<file path="config.mk">
export PLATFORM = sky130hd
export DESIGN_NAME = watchdog_lockctl
export DESIGN_NICKNAME = d
export VERILOG_FILES = /design/src/rtl/wdog_pkg.sv /design/src/rtl/wdog_ctrl.sv /design/src/rtl/wdog_count.sv /design/src/rtl/watchdog_lockctl.sv
export SDC_FILE = /design/constraint.sdc
export NUM_CORES = 1
export LEC_CHECK = 0
export ABC_AREA = 0
export BUFFER_PORTS_ARGS = -buffer_cell sky130_fd_sc_hd__buf_2
export CAP_MARGIN = 10
export CORE_MARGIN = 5
export CORE_UTILIZATION = 48
export CTS_BUF_LIST = sky130_fd_sc_hd__clkbuf_2 sky130_fd_sc_hd__clkbuf_4 sky130_fd_sc_hd__clkbuf_8
export CTS_CLUSTER_DIAMETER = 100
export CTS_CLUSTER_SIZE = 12
export DETAILED_ROUTE_END_ITERATION = 12
export MAX_ROUTING_LAYER = met4
export PLACE_DENSITY = 0.78
export SLEW_MARGIN = 5
export SYNTH_ARGS = -nofsm -noshare
export SYNTH_HDL_FRONTEND = slang
export SYNTH_HIERARCHICAL = 1
export SYNTH_SLANG_ARGS = --single-unit
</file>
<file path="constraint.sdc">
create_clock -name clk -period 2.05 [get_ports clk]
set_clock_uncertainty 0.05 [all_clocks]
set_input_delay 0.3075 -clock clk [delete_from_list [all_inputs] [get_ports clk]]
set_output_delay 0.3075 -clock clk [all_outputs]
set_load 0.005 [all_outputs]
</file>
<file path="src/rtl/wdog_pkg.sv">
package wdog_pkg;
  localparam int HALT_RUN_BIT = 7;
  localparam int SEL_MSB      = 6;
  localparam int SEL_LSB      = 4;
  localparam int STOP_INH_BIT = 3;
  localparam int BASE_EXP     = 15;
  localparam int TOP_EXP      = 23;
  // upper five bits only: {haltRun, sel[2:0], stopInhibit}
  localparam logic [4:0] CTRL_HI_RST = 5'b1_001_1;

  typedef struct packed {
    logic clear;
    logic advance;
  } cnt_cmd_t;
endpackage

</file>
<file path="src/rtl/wdog_ctrl.sv">
module wdog_ctrl
  import wdog_pkg::*;
(
  input  logic       clk,
  input  logic       rst_n,
  input  logic       cfgWrEn,
  input  logic [7:0] cfgWrData,
  input  logic       firstInstr,
  input  logic       kick,
  input  logic       halted,
  output logic [4:0] ctrlHi,
  output logic [2:0] sel,
  output cnt_cmd_t   cmd
);
  logic firstQ;
  logic lockedQ;
  logic wrAccept;
  logic selChange;
  logic haltRun;

  assign wrAccept  = cfgWrEn && firstInstr && !lockedQ;
  assign sel       = ctrlHi[SEL_MSB-3:SEL_LSB-3];
  assign haltRun   = ctrlHi[HALT_RUN_BIT-3];
  assign selChange = wrAccept && (cfgWrData[SEL_MSB:SEL_LSB] != sel);

  always_ff @(posedge clk or negedge rst_n) begin
    if (!rst_n) begin
      firstQ  <= 1'b0;
      lockedQ <= 1'b0;
    end else begin
      firstQ <= firstInstr;
      if (firstQ && !firstInstr) lockedQ <= 1'b1;
    end
  end

  always_ff @(posedge clk or negedge rst_n) begin
    if (!rst_n)        ctrlHi <= CTRL_HI_RST;
    else if (wrAccept) ctrlHi <= cfgWrData[7:3];
  end

  always_comb begin
    cmd.clear   = kick || selChange || (sel == 3'd0);
    cmd.advance = !halted || haltRun;
  end


  lock_hold_chk: assert property (@(posedge clk) disable iff (!rst_n)
    lockedQ |=> $stable(ctrlHi));
endmodule

</file>
<file path="src/rtl/wdog_count.sv">
module wdog_count
  import wdog_pkg::*;
#(
  parameter int SCALE_SHIFT = 0,
  localparam int CW = TOP_EXP - SCALE_SHIFT
) (
  input  logic          clk,
  input  logic          rst_n,
  input  logic [2:0]    sel,
  input  cnt_cmd_t      cmd,
  output logic [CW-1:0] cntVal,
  output logic          timeoutReset
);
  logic [CW-1:0] limitTab [8];
  logic [CW-1:0] limit;

  assign limitTab[0] = '0;
  for (genvar g = 1; g < 8; g++) begin : g_lim
    localparam int EXPO = (g == 7) ? TOP_EXP : BASE_EXP + g;
    assign limitTab[g] = CW'((64'd1 << (EXPO - SCALE_SHIFT)) - 64'd1);
  end

  assign limit = limitTab[sel];

  always_ff @(posedge clk or negedge rst_n) begin
    if (!rst_n) begin
      cntVal       <= '0;
      timeoutReset <= 1'b0;
    end else if (cmd.clear) begin
      cntVal       <= '0;
      timeoutReset <= 1'b0;
    end else if (cmd.advance) begin
      if (cntVal == limit) begin
        cntVal       <= '0;
        timeoutReset <= 1'b1;
      end else begin
        cntVal       <= cntVal + CW'(1);
        timeoutReset <= 1'b0;
      end
    end else begin
      timeoutReset <= 1'b0;
    end
  end


  pulse_width_chk: assert property (@(posedge clk) disable iff (!rst_n)
    timeoutReset |=> !timeoutReset);


  idle_quiet_chk: assert property (@(posedge clk) disable iff (!rst_n)
    (sel == 3'd0) |=> (cntVal == '0 && !timeoutReset));
endmodule

</file>
<file path="src/rtl/watchdog_lockctl.sv">
module watchdog_lockctl
  import wdog_pkg::*;
#(
  parameter int SCALE_SHIFT = 0
) (
  input  logic       clk,
  input  logic       rst_n,
  input  logic       cfgWrEn,
  input  logic [7:0] cfgWrData,
  input  logic       firstInstr,
  input  logic       kick,
  input  logic       halted,
  output logic [7:0] ctrlByte,
  output logic       timeoutReset
);
  localparam int CW = TOP_EXP - SCALE_SHIFT;

  logic [4:0]    ctrlHi;
  logic [2:0]    sel;
  cnt_cmd_t      cmd;
  logic [CW-1:0] cntVal;

  wdog_ctrl u_ctrl (
    .clk       (clk),
    .rst_n     (rst_n),
    .cfgWrEn   (cfgWrEn),
    .cfgWrData (cfgWrData),
    .firstInstr(firstInstr),
    .kick      (kick),
    .halted    (halted),
    .ctrlHi    (ctrlHi),
    .sel       (sel),
    .cmd       (cmd)
  );

  wdog_count #(.SCALE_SHIFT(SCALE_SHIFT)) u_count (
    .clk         (clk),
    .rst_n       (rst_n),
    .sel         (sel),
    .cmd         (cmd),
    .cntVal      (cntVal),
    .timeoutReset(timeoutReset)
  );

  assign ctrlByte = {ctrlHi, 3'b000};


  kick_clear_chk: assert property (@(posedge clk) disable iff (!rst_n)
    kick |=> (cntVal == '0 && !timeoutReset));


  halt_freeze_chk: assert property (@(posedge clk) disable iff (!rst_n)
    (halted && !ctrlByte[HALT_RUN_BIT] && !kick && !(cfgWrEn && firstInstr))
      |=> ($stable(cntVal) && !timeoutReset));
endmodule

</file>
== Yosys cells after proc, flatten, opt, wreduce, memory -nomap -nowiden ==
Memory sizes are Yosys's and may differ from the RTL's.
Index checks and enable logic that the tools add are counted.

* Bitwise operators: 1
* Multiplexer cells: 8
* $lt $le $gt $ge: 1
* Add/sub/neg operators: 1
* Reduce and logical (&&, ||, !) cells: 12
* Eq/ne operators: 2

{| class="wikitable"
|+ Operator list
! kind !! number
|-
| 2-to-1 mux 23 bit || 5
|-
| adder 23 x 1 -> 23 bit, second input constant || 1
|-
| == test 23 bit || 1
|-
| greater-or-equal comparator 4 bit, second input constant || 1
|-
| logical AND 1 bit || 4
|-
| NOT 3 -> 4 bit || 1
|-
| zero test 1 bit || 3
|-
| zero test 3 bit || 1
|-
| logical OR 1 bit || 3
|-
| 2-to-1 mux 1 bit || 3
|-
| inequality test 3 bit || 1
|-
| nonzero test 2 bit || 1
|}

* Bits in read-only memories: 184
* Memories kept: 1
* Word-level logic and storage cells: 31
* Input port bits: 14
* Output and inout port bits: 9
* Bits in registers: 31

{| class="wikitable"
|+ Memories
! name !! depth !! width !! rd ports !! clocked after Yosys merged registers in !! wr ports !! line !! source
|-
| (name not given) || 8 || 23 || 1 || 0 || 0 || wdog_count.sv:23 || <nowiki>assign limit = limitTab[sel];</nowiki>
|}

== Depth between registers and ports, before layout ==
Gate-level depths: netlist of run 1.

* Word-level depth: 8
* Gate-level depth with buffers: 7

== Hierarchy ==
Netlist of run 1, hierarchy kept.

{| class="wikitable"
|+ By module, submodules not included
! module !! times used !! cells an instance !! area each (µm²)
|-
| wdog_count || 1 || 176 || 1599.0
|-
| wdog_ctrl || 1 || 28 || 352.8
|-
| watchdog_lockctl || 1 || 4 || 26.3
|}

== Worst setup path after synthesis of run 1 ==
Ideal clock, no wire load.

* Path kind: register -> register
* Start: reg u_ctrl.ctrlHi[3]
* End: reg u_count.timeoutReset
* Data required time: 1.879 ns
* Period minus slack after synthesis: 1.922 ns
* Path slack: 0.128 ns
* Arrival time: 1.750 ns
* Buffers on the path: 2
* Stages on the path, launching flop included: 8
* Path through: dfrtp_1 buf_4 buf_2 nor2_1 and3_1 a311oi_2 nor2_2 and4bb_2

* Word-level cells in the longest chain between the ends: 8
* Elaborated cells on any way between the ends: 13
* Classes of those cells: 2 x eq/ne; 5 x mux; 1 x bitwise; 4 x reduce/logical; 1 x memory

{| class="wikitable"
|+ Ends and longest elaborated chain
! what !! line !! source
|-
| start, declared || wdog_ctrl.sv:11 || <nowiki>output logic [4:0] ctrlHi,</nowiki>
|-
| start signal, assigned || wdog_ctrl.sv:38 || <nowiki>else if (wrAccept) ctrlHi <= cfgWrData[7:3];</nowiki>
|-
| NOT 3 -> 4 bit (implied by the code) || wdog_count.sv:23 ||
|-
| memory (8 x 23 bit) || n/a ||
|-
| 2-to-1 mux 23 bit (implied by the code) (2 in series) || wdog_count.sv:23 ||
|-
| == test 23 bit || wdog_count.sv:33 || <nowiki>if (cntVal == limit) begin</nowiki>
|-
| 2-to-1 mux 1 bit || wdog_count.sv:33 ||
|-
| 2-to-1 mux 1 bit || wdog_count.sv:32 || <nowiki>end else if (cmd.advance) begin</nowiki>
|-
| 2-to-1 mux 1 bit (*) || wdog_count.sv:29 || <nowiki>end else if (cmd.clear) begin</nowiki>
|-
| end signal, assigned || wdog_count.sv:28 || <nowiki>timeoutReset <= 1'b0;</nowiki>
|-
| end signal, assigned || wdog_count.sv:31 || <nowiki>timeoutReset <= 1'b0;</nowiki>
|-
| end signal, assigned || wdog_count.sv:35 || <nowiki>timeoutReset <= 1'b1;</nowiki>
|-
| end, declared || wdog_count.sv:12 || <nowiki>output logic timeoutReset</nowiki>
|}

Mark *: on every way between the ends. The rest lies on a longest branch, timed or not. The select of a mux whose other input is x is not followed.
A chain may end at the register's enable or synchronous reset.

== Worst setup path after layout of run 1 ==
* Start: reg u_ctrl.ctrlHi[1]
* End: reg u_count.cntVal[20]

* Word-level cells in the longest chain between the ends: 8
* Elaborated cells on any way between the ends: 14
* Classes of those cells: 2 x eq/ne; 5 x mux; 1 x bitwise; 5 x reduce/logical; 1 x memory

{| class="wikitable"
|+ Ends and longest elaborated chain
! what !! line !! source
|-
| NOT 3 -> 4 bit (implied by the code) || wdog_count.sv:23 ||
|-
| memory (8 x 23 bit) || n/a ||
|-
| 2-to-1 mux 23 bit (implied by the code) (2 in series) || wdog_count.sv:23 ||
|-
| == test 23 bit || wdog_count.sv:33 ||
|-
| 2-to-1 mux 23 bit || wdog_count.sv:33 ||
|-
| 2-to-1 mux 23 bit || wdog_count.sv:32 ||
|-
| 2-to-1 mux 23 bit || wdog_count.sv:29 ||
|-
| end signal, assigned || wdog_count.sv:37 || <nowiki>cntVal <= cntVal + CW'(1);</nowiki>
|-
| end, declared || wdog_count.sv:11 || <nowiki>output logic [CW-1:0] cntVal,</nowiki>
|}

Parallel ways exist; a longest one is shown, timed or not. The select of a mux whose other input is x is not followed.

==> summary.md, run 1 <==
| Metric | Value |
|---|---|
| TritonCTS clock tree | `yes` |
| Compound-cell area share of the yosys netlist | `~12%` |
| Crit-path max cell delay | `~630 ps` |
| DRC marker count from the first detailed-route iteration | `116` |
| Post-cts sizing count | `0` |
| Syn. warnings | `6` |
| Number of max-cap violations | `0` |
| Leakage power summed over all cells | `0.9801 nW` |
| Pins over their slew limit | `0` |
| Number of placed I/O pins | `23` |
| Total via count in the routed design | `around 1,700` |
| Final setup violating endpoints | `0` |
| Latest clock arrival within the worst-skew pair | `around 280 ps` |
| Detailed placer's ending HPWL | `3149 um` |
| Ant. Diodes | `0` |
| Simple-gate portion of the synthesized area | `30.04%` |
| DRT Wirelength | `between 4000 and 5000 um` |
| Final weighted congestion in routability-driven placement | `0.9026` |
| Time the worst path needs with I/O delays and setup | `1949 ps` |
| Setup CP Type | `reg2reg` |
| Cell area reported after detailed placement | `0.002212 mm^2` |
| Synth top area share | `approximately 35%` |
| Area share of xor/xnor cells in the synthesized design | `7.970%` |
| Core Box Area | `0.004000 mm^2` |
| Hold violation total from the final report | `0` |
| Kind of start point of the critical path | `register` |
| Antenna violations before repair | `0` |
| Worst Setup End Kind | `register` |
| Wire length of the first global-routing pass | `approximately 7600 um` |
| Count of flip-flops with a built-in enable after synthesis | `0` |
| Num rows | `23` |
| Outcome | `complete, no violations` |
| Asr flop ratio synth | `100.0%` |
| Die X-Extent | `74.20 um` |
| Post-synthesis cell count | `208` |
| Critical path's slowest cell | `dfstp_2` |
| Highest Signal Layer | `met4` |
| Unrepaired setup endpoints after global routing | `no` |
| Mean Syn Cell Area | `9.510 um^2` |
| Worst path most repeated cell | `buf_4` |
| Top cells by area, synth | `dfrtp_1 35%, xor2_1 4.9%, dfstp_2 4.0%` |
| Port Buffer Count | `16` |
| Most common cell in the synthesized netlist | `dfrtp_1` |
| Fraction of synthesized area in multiplexers | `3.985%` |
| Vertical extent of the die | `approximately 74 um` |
| Design Power | `0.001563 W` |
| Number of post-CTS setup repair buffers | `0` |
| Fmax achieved | `513.0 MHz` |
| Residual DRC count | `0` |
| Leading area contributor after synthesis | `dfrtp_1` |
| H-tree depth reported by CTS | `2` |
| Ratio of cells with drive above 1 in the final layout | `between 20% and 30%` |
| Hold_ws | `6.194 ps` |
| Worst-path maximum fanout | `8` |
| Detailed-routing wirelength on met1 | `2053 um` |
| Met2 Wirelength | `between 2000 and 2500 um` |
| Area added between synthesis and finish | `16.76%` |
| Maximum resistive drop on vdd | `0.0004337 V` |
| Post-synth top flop | `dfrtp_1` |
| Share of synthesized cell area in full adder, half adder and majority cells | `0.6325%` |
| Overall fraction of global-route tracks in use | `18.59%` |
| Maximum number of pins on one net before global-route repair | `32` |
| Buffers plus inverters on the worst setup path | `2` |
| Clock Sink Count | `31` |
| Post-synthesis instance area | `0.001978 mm^2` |
| Detailed-route wire length per cell | `14.76 um` |
| Initial core utilization | `49.45%` |
| Grt total ovfl | `0` |
| Most numerous cell types in the synthesized netlist | `28 x dfrtp_1, 16 x nor2_1, 15 x nand3_1` |
| Finished layout cell area | `0.002310 mm^2` |
| Die ar. | `between 0.005 and 0.006 mm^2` |
| Critical path, cell by cell | `nand2_1 -> xnor2_1 -> a311oi_2 -> buf_4 -> nor4b_4 -> buf_4 -> nor3_1` |
| Family with the most delay on the worst path | `flip-flops` |
| Pwr dens | `676.6 mW/mm^2` |
| Slew headroom | `around 54%` |
| Average vias per placed instance | `5.677` |
| Combinational family with the most area after synthesis | `simple AND/OR/NAND/NOR gates` |
| Class of the tightest hold or removal check | `in2async` |
| Inserted Clock Buffers | `5` |
| # hold bufs at CTS | `0` |
| FF+latch count, synth | `31` |
| CTS clock-pin slew for the worst setup and hold paths | `70 ps` |
| Pre-Repair DR Iteration Count | `5` |
| Part of the cycle the worst path needs | `95.09%` |
| Number of library cell types mapped by synthesis | `53` |
| Endpoint arrival time on the critical path | `2070 ps` |
| Final-stage net count | `255` |
| Share of the core filled with cells in the final layout | `57.74%` |
| Vias in the first global route | `1,669` |
| Final setup TNS | `0 ps` |
| Met3 wire length | `125 um` |
| Actual slew at the worst max-slew pin | `682.7 ps` |
| Number of nets with antenna violations after routing | `0` |
| Worst-case clock buffer depth | `2` |
| Buffer cell driving the clock tree root | `clkbuf_8` |
| Data required time at the worst endpoint | `2170 ps` |
| Sequential-to-total area share from yosys stat | `39.41%` |
-- placed cells by master (no fill, tap or decap), types with 4 or more instances in the layout --
cell       n
a211oi_1   6
a21oi_1    8
buf_2     16
buf_4     23
clkbuf_8   5
dfrtp_1   28
inv_1      6
mux2_2     5
nand2_1   10
nand2b_1   7
nand3_1   15
nand4_1   11
nor2_1    16
nor3_1     8
nor4_1     4
xnor2_1    7
xor2_1    11
-- state kept, by name, indices dropped and copies added, names as in the netlist --
signal                cells
u_ctrl/lockedQ            1
u_count/cntVal           23
u_count/timeoutReset      1
u_ctrl/ctrlHi             5
u_ctrl/firstQ             1
-- power breakdown --
group	total, W	internal [W]	switching [W]
Sequential	0.000697	0.000648	0.0000489
Combinational	0.000375	0.000169	0.000205
Clock	0.000491	0.000242	0.000249
Total	0.00156	0.00106	0.000503
-- final timing paths --
kind	endpoint	cells after the start	from	slack [ps]
setup / recovery	u_count/cntVal[20]	7	u_ctrl/ctrlHi[1]	100
hold / removal	u_ctrl/lockedQ	1	rst_n	6
setup reg to reg	u_count/cntVal[20]	7	u_ctrl/ctrlHi[1]	100
hold reg to reg	u_ctrl/lockedQ	1	u_ctrl/lockedQ	410
max in group asynchronous	u_count/cntVal[11]	1	rst_n	1500
min in group clk	u_ctrl/firstQ	1	firstInstr	140
-- routing by layer --
metal	global-route usage, %	vias to the layer above
met4	7.445	0
met2	29.33	25
met1	23.41	802
met3	3.649	4
met5	-	-
li1	-	821
-- layout make-up --
type                            instances  area, um^2
Sequential cell                        31       779.5
Timing Repair Buffer                   39       252.7
Tap cell                               50       62.56
Multi-Input combinational cell        157        1100
Clock buffer                            5       68.82
Inverter                                6       22.52
Clock inverter                          3       23.77
Fill cell                             339        1690
-- kinds of logic after synthesis --
| logic type | count (synthesis) |
|---|---|
| simple gates | 96 |
| compound gates | 33 |
| flops | 31 |
| buf+inv | 22 |
| xor+xnor | 18 |
| mux | 6 |
| fa+ha+maj | 1 |
| other cells | 1 |
-- stage by stage --
step,cells,setup slack (ps)
floorplan,210,128.3
global placement,283,138.5
detailed placement,283,122.4
CTS,291,104.0
global route,291,27.77
finish,291,100.6
No activity file was read; power rests on OpenSTA's default activity.
==> run 2, diff against run 1 <==
CORE_MARGIN = unset   (was 5)
==> run 2 against run 1 <==
Non-clock buffer count up 5. Clock-buffer cell count up 1. Total power up 9.9%. Die area down 20%. Sequential share of layout area down 0.87 points. Critical path depth down 2. Core utilization up 4.7 points. Via count up 3.1%. Final cell count up 1.0%. Combinational power up 11%. Routed wire length up 4.1%. Critical path type unchanged. Largest power group unchanged.
==> summary.md, run 2 (synthesized netlist as in run 1, its figures left out) <==
| Metric | Value |
|---|---|
| Critical path capture point | `u_count/cntVal[12] (was u_count/cntVal[20])` |
| Class of the tightest hold or removal check | `in2async (unchanged)` |
| Buffer cell driving the clock tree root | `clkbuf_8 (unchanged)` |
| Fmax achieved | `520.3 MHz (was 513.0 MHz)` |
| Leakage power summed over all cells | `1.029 nW (was 0.9801 nW)` |
| Cell depth of the worst flop-to-flop path | `5 (was 7)` |
| Largest register FFs | `23 (unchanged)` |
| Setup CP Type | `reg2reg (unchanged)` |
| CTS clock-pin slew for the worst setup and hold paths | `70 ps (about the same)` |
| Unrepaired setup endpoints after global routing | `no (unchanged)` |
| Antenna violations before repair | `0 (unchanged)` |
| Vertical extent of the die | `66.20 um (was 74.20 um)` |
| Wire length of the first global-routing pass | `7914 um (was 7590 um)` |
| Inserted Clock Buffers | `5 (unchanged)` |
| Die ar. | `0.004382 mm^2 (was 0.005505 mm^2)` |
| Highest-count cells in the layout ignoring fill and taps | `28 x buf_4, 28 x dfrtp_1, 16 x buf_2, 16 x nor2_1, 15 x nand3_1 (was 28 x dfrtp_1, 23 x buf_4, 16 x buf_2, 16 x nor2_1, 15 x nand3_1)` |
| Maximum number of pins on one net before global-route repair | `32 (unchanged)` |
| Final setup TNS | `0 ps (unchanged)` |
| Area added between synthesis and finish | `19.86% (was 16.76%)` |
| Pwr dens | `724.6 mW/mm^2 (was 676.6 mW/mm^2)` |
| Number of post-CTS setup repair buffers | `0 (unchanged)` |
| Latest clock arrival within the worst-skew pair | `290 ps (was 280 ps)` |
| Final-stage net count | `260 (was 255)` |
| Pre-Repair DR Iteration Count | `4 (was 5)` |
| Worst-path maximum fanout | `8 (unchanged)` |
| Maximum resistive drop on vdd | `0.0005189 V (was 0.0004337 V)` |
| Worst-case clock buffer depth | `2 (unchanged)` |
| Hold violation total from the final report | `0 (unchanged)` |
| Time the worst path needs with I/O delays and setup | `1922 ps (was 1949 ps)` |
| Final setup violating endpoints | `0 (unchanged)` |
| Port Buffer Count | `16 (unchanged)` |
| Num rows | `22 (was 23)` |
| Critical path, cell by cell | `buf_4 -> nor3_2 -> mux2i_4 -> nor2_1 -> a211oi_1 (was nand2_1 -> xnor2_1 -> a311oi_2 -> buf_4 -> nor4b_4 -> buf_4 -> nor3_1)` |
| Reg-to-reg startpoint | `u_ctrl/ctrlHi[2] (was u_ctrl/ctrlHi[1])` |
| Ant. Diodes | `0 (unchanged)` |
| Capture point of the worst reg-to-reg path | `u_count/cntVal[12] (was u_count/cntVal[20])` |
| Initial core utilization | `52.08% (was 49.45%)` |
| Levels on crit path | `5 (was 7)` |
| Number of max-cap violations | `0 (unchanged)` |
| Endpoint arrival time on the critical path | `2060 ps (was 2070 ps)` |
| Number of nets with antenna violations after routing | `0 (unchanged)` |
| Ratio of cells with drive above 1 in the final layout | `30.49% (was 28.63%)` |
| Launching element of the worst setup path | `u_ctrl/ctrlHi[2] (was u_ctrl/ctrlHi[1])` |
| Average vias per placed instance | `5.793 (was 5.677)` |
| Flop2flop setup slack | `130 ps (was 100 ps)` |
| Final weighted congestion in routability-driven placement | `0.9224 (was 0.9026)` |
| Number of placed I/O pins | `23 (unchanged)` |
| Detailed-route wire length per cell | `15.20 um (was 14.76 um)` |
| TritonCTS clock tree | `yes (unchanged)` |
| Overall fraction of global-route tracks in use | `24.92% (was 18.59%)` |
| Detailed placer's ending HPWL | `3238 um (was 3149 um)` |
| Slew headroom | `53.65% (was 54.48%)` |
| Residual DRC count | `0 (unchanged)` |
| DRT Wirelength | `4470 um (was 4296 um)` |
| Finished layout cell area | `0.002371 mm^2 (was 0.002310 mm^2)` |
| # hold bufs at CTS | `0 (unchanged)` |
| Outcome | `complete, no violations (unchanged)` |
| Vias in the first global route | `1,726 (was 1,669)` |
| DRC marker count from the first detailed-route iteration | `79 (was 116)` |
| Core Box Area | `0.003799 mm^2 (was 0.004000 mm^2)` |
| Family with the most delay on the worst path | `simple AND/OR/NAND/NOR gates (was flip-flops)` |
| Design Power | `0.001718 W (was 0.001563 W)` |
| Worst Setup End Kind | `register (unchanged)` |
| Kind of start point of the critical path | `register (unchanged)` |
| Largest registers | `u_count/cntVal: 23 flops, u_ctrl/ctrlHi: 5 flops (unchanged)` |
| Die X-Extent | `66.20 um (was 74.20 um)` |
| Buffers plus inverters on the worst setup path | `1 (was 2)` |
| Grt total ovfl | `0 (unchanged)` |
| Cell area reported after detailed placement | `0.002247 mm^2 (was 0.002212 mm^2)` |
| Total via count in the routed design | `1,703 (was 1,652)` |
| Part of the cycle the worst path needs | `93.76% (was 95.09%)` |
| Actual slew at the worst max-slew pin | `695.3 ps (was 682.7 ps)` |
| H-tree depth reported by CTS | `2 (unchanged)` |
| Pins over their slew limit | `0 (unchanged)` |
| Share of the core filled with cells in the final layout | `62.42% (was 57.74%)` |
| Critical path's slowest cell | `dfrtp_1 (was dfstp_2)` |
| Biggest register | `u_count/cntVal (unchanged)` |
| Layout filler cell count | `308 (was 339)` |
| Clock Sink Count | `31 (unchanged)` |
| Crit-path max cell delay | `450 ps (was 630 ps)` |
| Data required time at the worst endpoint | `2190 ps (was 2170 ps)` |
==> run 2: changes by cell type in the layout (fill, tap and decap cells not counted), sizes merged <==
cell	previous run	this run
buf	39	44
clkinvlp	2	0
bufinv	0	1
clkbuf	5	6
clkinv	0	1
inv	7	6
==> run 2: worst min path at each step <==
stage	start	end	cells past startpoint
6_report	rst_n	u_count/cntVal[19]	1
2_1_floorplan	rst_n	u_count/cntVal[0]	0
4_1_cts	rst_n	u_count/cntVal[19]	1
3_3_place_gp	rst_n	u_count/cntVal[9]	1
5_1_grt	rst_n	u_count/cntVal[19]	1
3_5_place_dp	rst_n	u_count/cntVal[10]	1
==> run 2: per-layer routing <==
layer	up-vias	track usage, %	share of wire (%)
met5	-	-	0
met4	0	10.37	1.8
met3	9	5.517	3.5
met2	32	38.90	50
met1	839	31.22	44
li1	823	-	-
==> run 2: power breakdown <==
part | leakage, nW | internal (W) | switching, W
sequential | 0.411 | 0.000649 | 0.0000320
combinational | 0.557 | 0.000189 | 0.000229
clock | 0.0612 | 0.000393 | 0.000226
total | 1.03 | 0.00123 | 0.000488
==> run 2: cell type report <==
class | count | area (um^2) | share of cell area [%]
clock inverter | 2 | 35.03 | 1.478
sequential | 31 | 779.5 | 32.88
clock buffer | 6 | 82.58 | 3.483
inverter | 6 | 22.52 | 0.9499
tap | 48 | 60.06 | 2.533
multi-input combinational | 157 | 1101 | 46.44
timing repair buffer | 44 | 290.3 | 12.24
==> run 2: worst reg2reg max path, stage by stage (launching register included) <==
cell	delay [ps]
dfrtp_1	450
buf_4	180
nor3_2	280
mux2i_4	380
nor2_1	190
a211oi_1	280
==> run 2: timing repair <==
action | CTS | global route
resized for setup | 0 | 2
setup endpoints to repair | 0 | 3
endpoints found under the hold margin | 0 | 0
==> run 2: per-stage QoR <==
step / cells / hold slack, ps / setup WS (ps)
3_3_place_gp: 286 / 342.8 / 167.9
6_report: 294 / 10.75 / 128.0
2_1_floorplan: 210 / -38.09 / 128.3
5_1_grt: 294 / 60.79 / 1.162
4_1_cts: 294 / 34.32 / 127.3
3_5_place_dp: 286 / 341.2 / 160.5
==> run 3, diff against run 2 <==
CORE_UTILIZATION = 58   (was 48)
PLACE_DENSITY = 0.89   (was 0.78)
==> run 3 against run 2 <==
Maximum frequency is 3.0% lower. Sequential cell count stayed put. Via count is 2.5% higher. Total power is 12% lower. Register-to-register slack worse by 60 ps.
==> summary.md, run 3 (synthesized netlist as in run 1, its figures left out) <==
| Metric | Value |
|---|---|
| Outcome | `complete, no violations (unchanged)` |
| Inserted Clock Buffers | `5 (unchanged)` |
| Unrepaired setup endpoints after global routing | `yes (was no)` |
| Total via count in the routed design | `1,746 (was 1,703)` |
| Port Buffer Count | `16 (unchanged)` |
| Ratio of cells with drive above 1 in the final layout | `32.66% (was 30.49%)` |
| Fmax achieved | `504.8 MHz (was 520.3 MHz)` |
| Pwr dens | `644.3 mW/mm^2 (was 724.6 mW/mm^2)` |
| Final-stage net count | `262 (was 260)` |
| Maximum resistive drop on vdd | `0.0005193 V (was 0.0005189 V)` |
| Class of the tightest hold or removal check | `in2reg (was in2async)` |
| Number of nets with antenna violations after routing | `0 (unchanged)` |
| Latest clock arrival within the worst-skew pair | `350 ps (was 290 ps)` |
| Die X-Extent | `60.40 um (was 66.20 um)` |
| Data required time at the worst endpoint | `2260 ps (was 2190 ps)` |
| Most common cell after layout, fill and taps aside | `buf_4` |
| Cell-internal power | `0.001023 W (was 0.001230 W)` |
| Number of placed I/O pins | `23 (unchanged)` |
| Hold violation total from the final report | `0 (unchanged)` |
| Leakage power summed over all cells | `1.016 nW (was 1.029 nW)` |
| Vias in the first global route | `1,637 (was 1,726)` |
| Power spent charging and discharging nets | `0.0004881 W (was 0.0004877 W)` |
| Time the worst path needs with I/O delays and setup | `1981 ps (was 1922 ps)` |
| Critical path, cell by cell | `buf_4 -> nor3_2 -> mux2i_4 -> nor2_1 -> buf_4 -> a211oi_1 (was buf_4 -> nor3_2 -> mux2i_4 -> nor2_1 -> a211oi_1)` |
| Worst Setup End Kind | `register (unchanged)` |
| Buffer cell driving the clock tree root | `clkbuf_4 (was clkbuf_8)` |
| DRT Wirelength | `4740 um (was 4470 um)` |
| Clock Sink Count | `31 (unchanged)` |
| Num rows | `20 (was 22)` |
| Part of the cycle the worst path needs | `96.64% (was 93.76%)` |
| Worst path most repeated cell | `buf_4` |
| Part of the power in the clock network | `26.0% (was 36.0%)` |
| Number of max-cap violations | `0 (unchanged)` |
| Family with the most delay on the worst path | `flip-flops (was simple AND/OR/NAND/NOR gates)` |
| Ant. Diodes | `0 (unchanged)` |
| Switch share | `32.31% (was 28.39%)` |
| Logic pwr share | `28.7% (was 24.3%)` |
| TritonCTS clock tree | `yes (unchanged)` |
| Design Power | `0.001511 W (was 0.001718 W)` |
| Cells after DPL | `281 (was 286)` |
| Worst-case clock buffer depth | `2 (unchanged)` |
| DRC marker count from the first detailed-route iteration | `146 (was 79)` |
| Pins over their slew limit | `0 (unchanged)` |
| Layout filler cell count | `236 (was 308)` |
| Sequential standard cell area | `782.0 um^2 (was 779.5 um^2)` |
| Worst-path maximum fanout | `8 (unchanged)` |
| Cell area reported after detailed placement | `0.002235 mm^2 (was 0.002247 mm^2)` |
| Overall fraction of global-route tracks in use | `30.65% (was 24.92%)` |
| Finished layout cell area | `0.002345 mm^2 (was 0.002371 mm^2)` |
| Largest register FFs | `23 (unchanged)` |
| Largest registers | `u_count/cntVal: 23 flops, u_ctrl/ctrlHi: 5 flops (unchanged)` |
| Biggest register | `u_count/cntVal (unchanged)` |
| Detailed-route wire length per cell | `16.23 um (was 15.20 um)` |
| Actual slew at the worst max-slew pin | `684.2 ps (was 695.3 ps)` |
| Detailed placer's ending HPWL | `3342 um (was 3238 um)` |
| Slew headroom | `54.39% (was 53.65%)` |
| Wire length of the first global-routing pass | `7693 um (was 7914 um)` |
| Grt total ovfl | `0 (unchanged)` |
| Initial core utilization | `62.74% (was 52.08%)` |
| Share of the core filled with cells in the final layout | `74.37% (was 62.42%)` |
| Final setup violating endpoints | `0 (unchanged)` |
| Endpoint arrival time on the critical path | `2190 ps (was 2060 ps)` |
| Average vias per placed instance | `5.979 (was 5.793)` |
| Core Box Area | `0.003153 mm^2 (was 0.003799 mm^2)` |
| Highest-count cells in the layout ignoring fill and taps | `29 x buf_4, 26 x dfrtp_1, 16 x buf_2, 16 x nor2_1, 15 x nand3_1 (was 28 x buf_4, 28 x dfrtp_1, 16 x buf_2, 16 x nor2_1, 15 x nand3_1)` |
| Crit-path max cell delay | `470 ps (was 450 ps)` |
| Buffers plus inverters on the worst setup path | `2 (was 1)` |
| Setup CP Type | `reg2reg (unchanged)` |
| Final weighted congestion in routability-driven placement | `0.9509 (was 0.9224)` |
| Antenna violations before repair | `0 (unchanged)` |
| Kind of start point of the critical path | `register (unchanged)` |
| H-tree depth reported by CTS | `2 (unchanged)` |
| Vertical extent of the die | `60.40 um (was 66.20 um)` |
| Pre-Repair DR Iteration Count | `4 (unchanged)` |
| Critical path's slowest cell | `dfrtp_1 (unchanged)` |
| Count of placed standard cells in the final layout, fillers left out | `292 (was 294)` |
| Power share of the sequential group | `45.3% (was 39.6%)` |
| Residual DRC count | `0 (unchanged)` |
| Final setup TNS | `0 ps (unchanged)` |
| Maximum number of pins on one net before global-route repair | `32 (unchanged)` |
| Multi-input combinational cell area | `0.001114 mm^2 (was 0.001101 mm^2)` |
| Area added between synthesis and finish | `18.53% (was 19.86%)` |
| CTS clock-pin slew for the worst setup and hold paths | `100 ps (was 70 ps)` |
| Die ar. | `0.003648 mm^2 (was 0.004382 mm^2)` |
## run 3: layer usage
layer	vias up	part of all wire (%)	global-route usage, %
met3	14	5.1	5.117
met4	0	2.7	15.95
li1	836	-	-
met2	65	51	46.94
met1	831	41	39.08
met5	-	0	-
## run 3: cell type report
class | count | share of cell area, %
Timing Repair Buffer | 46 | 13.13
Clock buffer | 7 | 2.508
Clock inverter | 1 | 0.2134
Inverter | 6 | 0.9605
Multi-Input combinational cell | 157 | 47.49
Sequential cell | 31 | 33.35
Tap cell | 44 | 2.348
## run 3: path summary, 6_finish.rpt
| check | startpoint | to | slack (ps) | cells after the start |
|---|---|---|---|---|
| worst max-delay path | u_ctrl/ctrlHi[2] | u_count/cntVal[4] | 70 | 6 |
| worst min-delay path | firstInstr | u_ctrl/firstQ | 70 | 1 |
| worst max register to register | u_ctrl/ctrlHi[2] | u_count/cntVal[4] | 70 | 6 |
| worst min register to register | u_ctrl/lockedQ | u_ctrl/lockedQ | 420 | 1 |
| max in group asynchronous | rst_n | u_count/cntVal[3] | 990 | 2 |
| min in group asynchronous | rst_n | u_count/cntVal[2] | 480 | 2 |
## run 3: power groups by stage
stage | Combinational [W] | Sequential [W] | Clock, W
6_report | 0.000433 | 0.000684 | 0.000393
5_1_grt | 0.000463 | 0.000691 | 0.000423
4_1_cts | 0.000421 | 0.000683 | 0.000398
3_5_place_dp | 0.000397 | 0.000694 | 0
3_3_place_gp | 0.000384 | 0.000691 | 0
2_1_floorplan | 0.000254 | 0.000689 | 0
## run 3: repair_timing
action,4_1_cts,5_1_grt
endpoints found under the hold margin,28,0
setup buffers,2,0
gates cloned,0,0
gates resized for setup,1,7
endpoints found under the setup margin,5,11
hold buffers,1,0
pin swaps,0,1
## run 3: per-stage QoR
step | setup slack (ps) | hold slack, ps
after global routing | -41.64 | 65.37
after CTS | 58.74 | 74.02
final | 68.94 | 73.93
after detailed placement | 12.10 | 328.4
after global placement | 54.16 | 321.5
after floorplan | 128.3 | -38.09
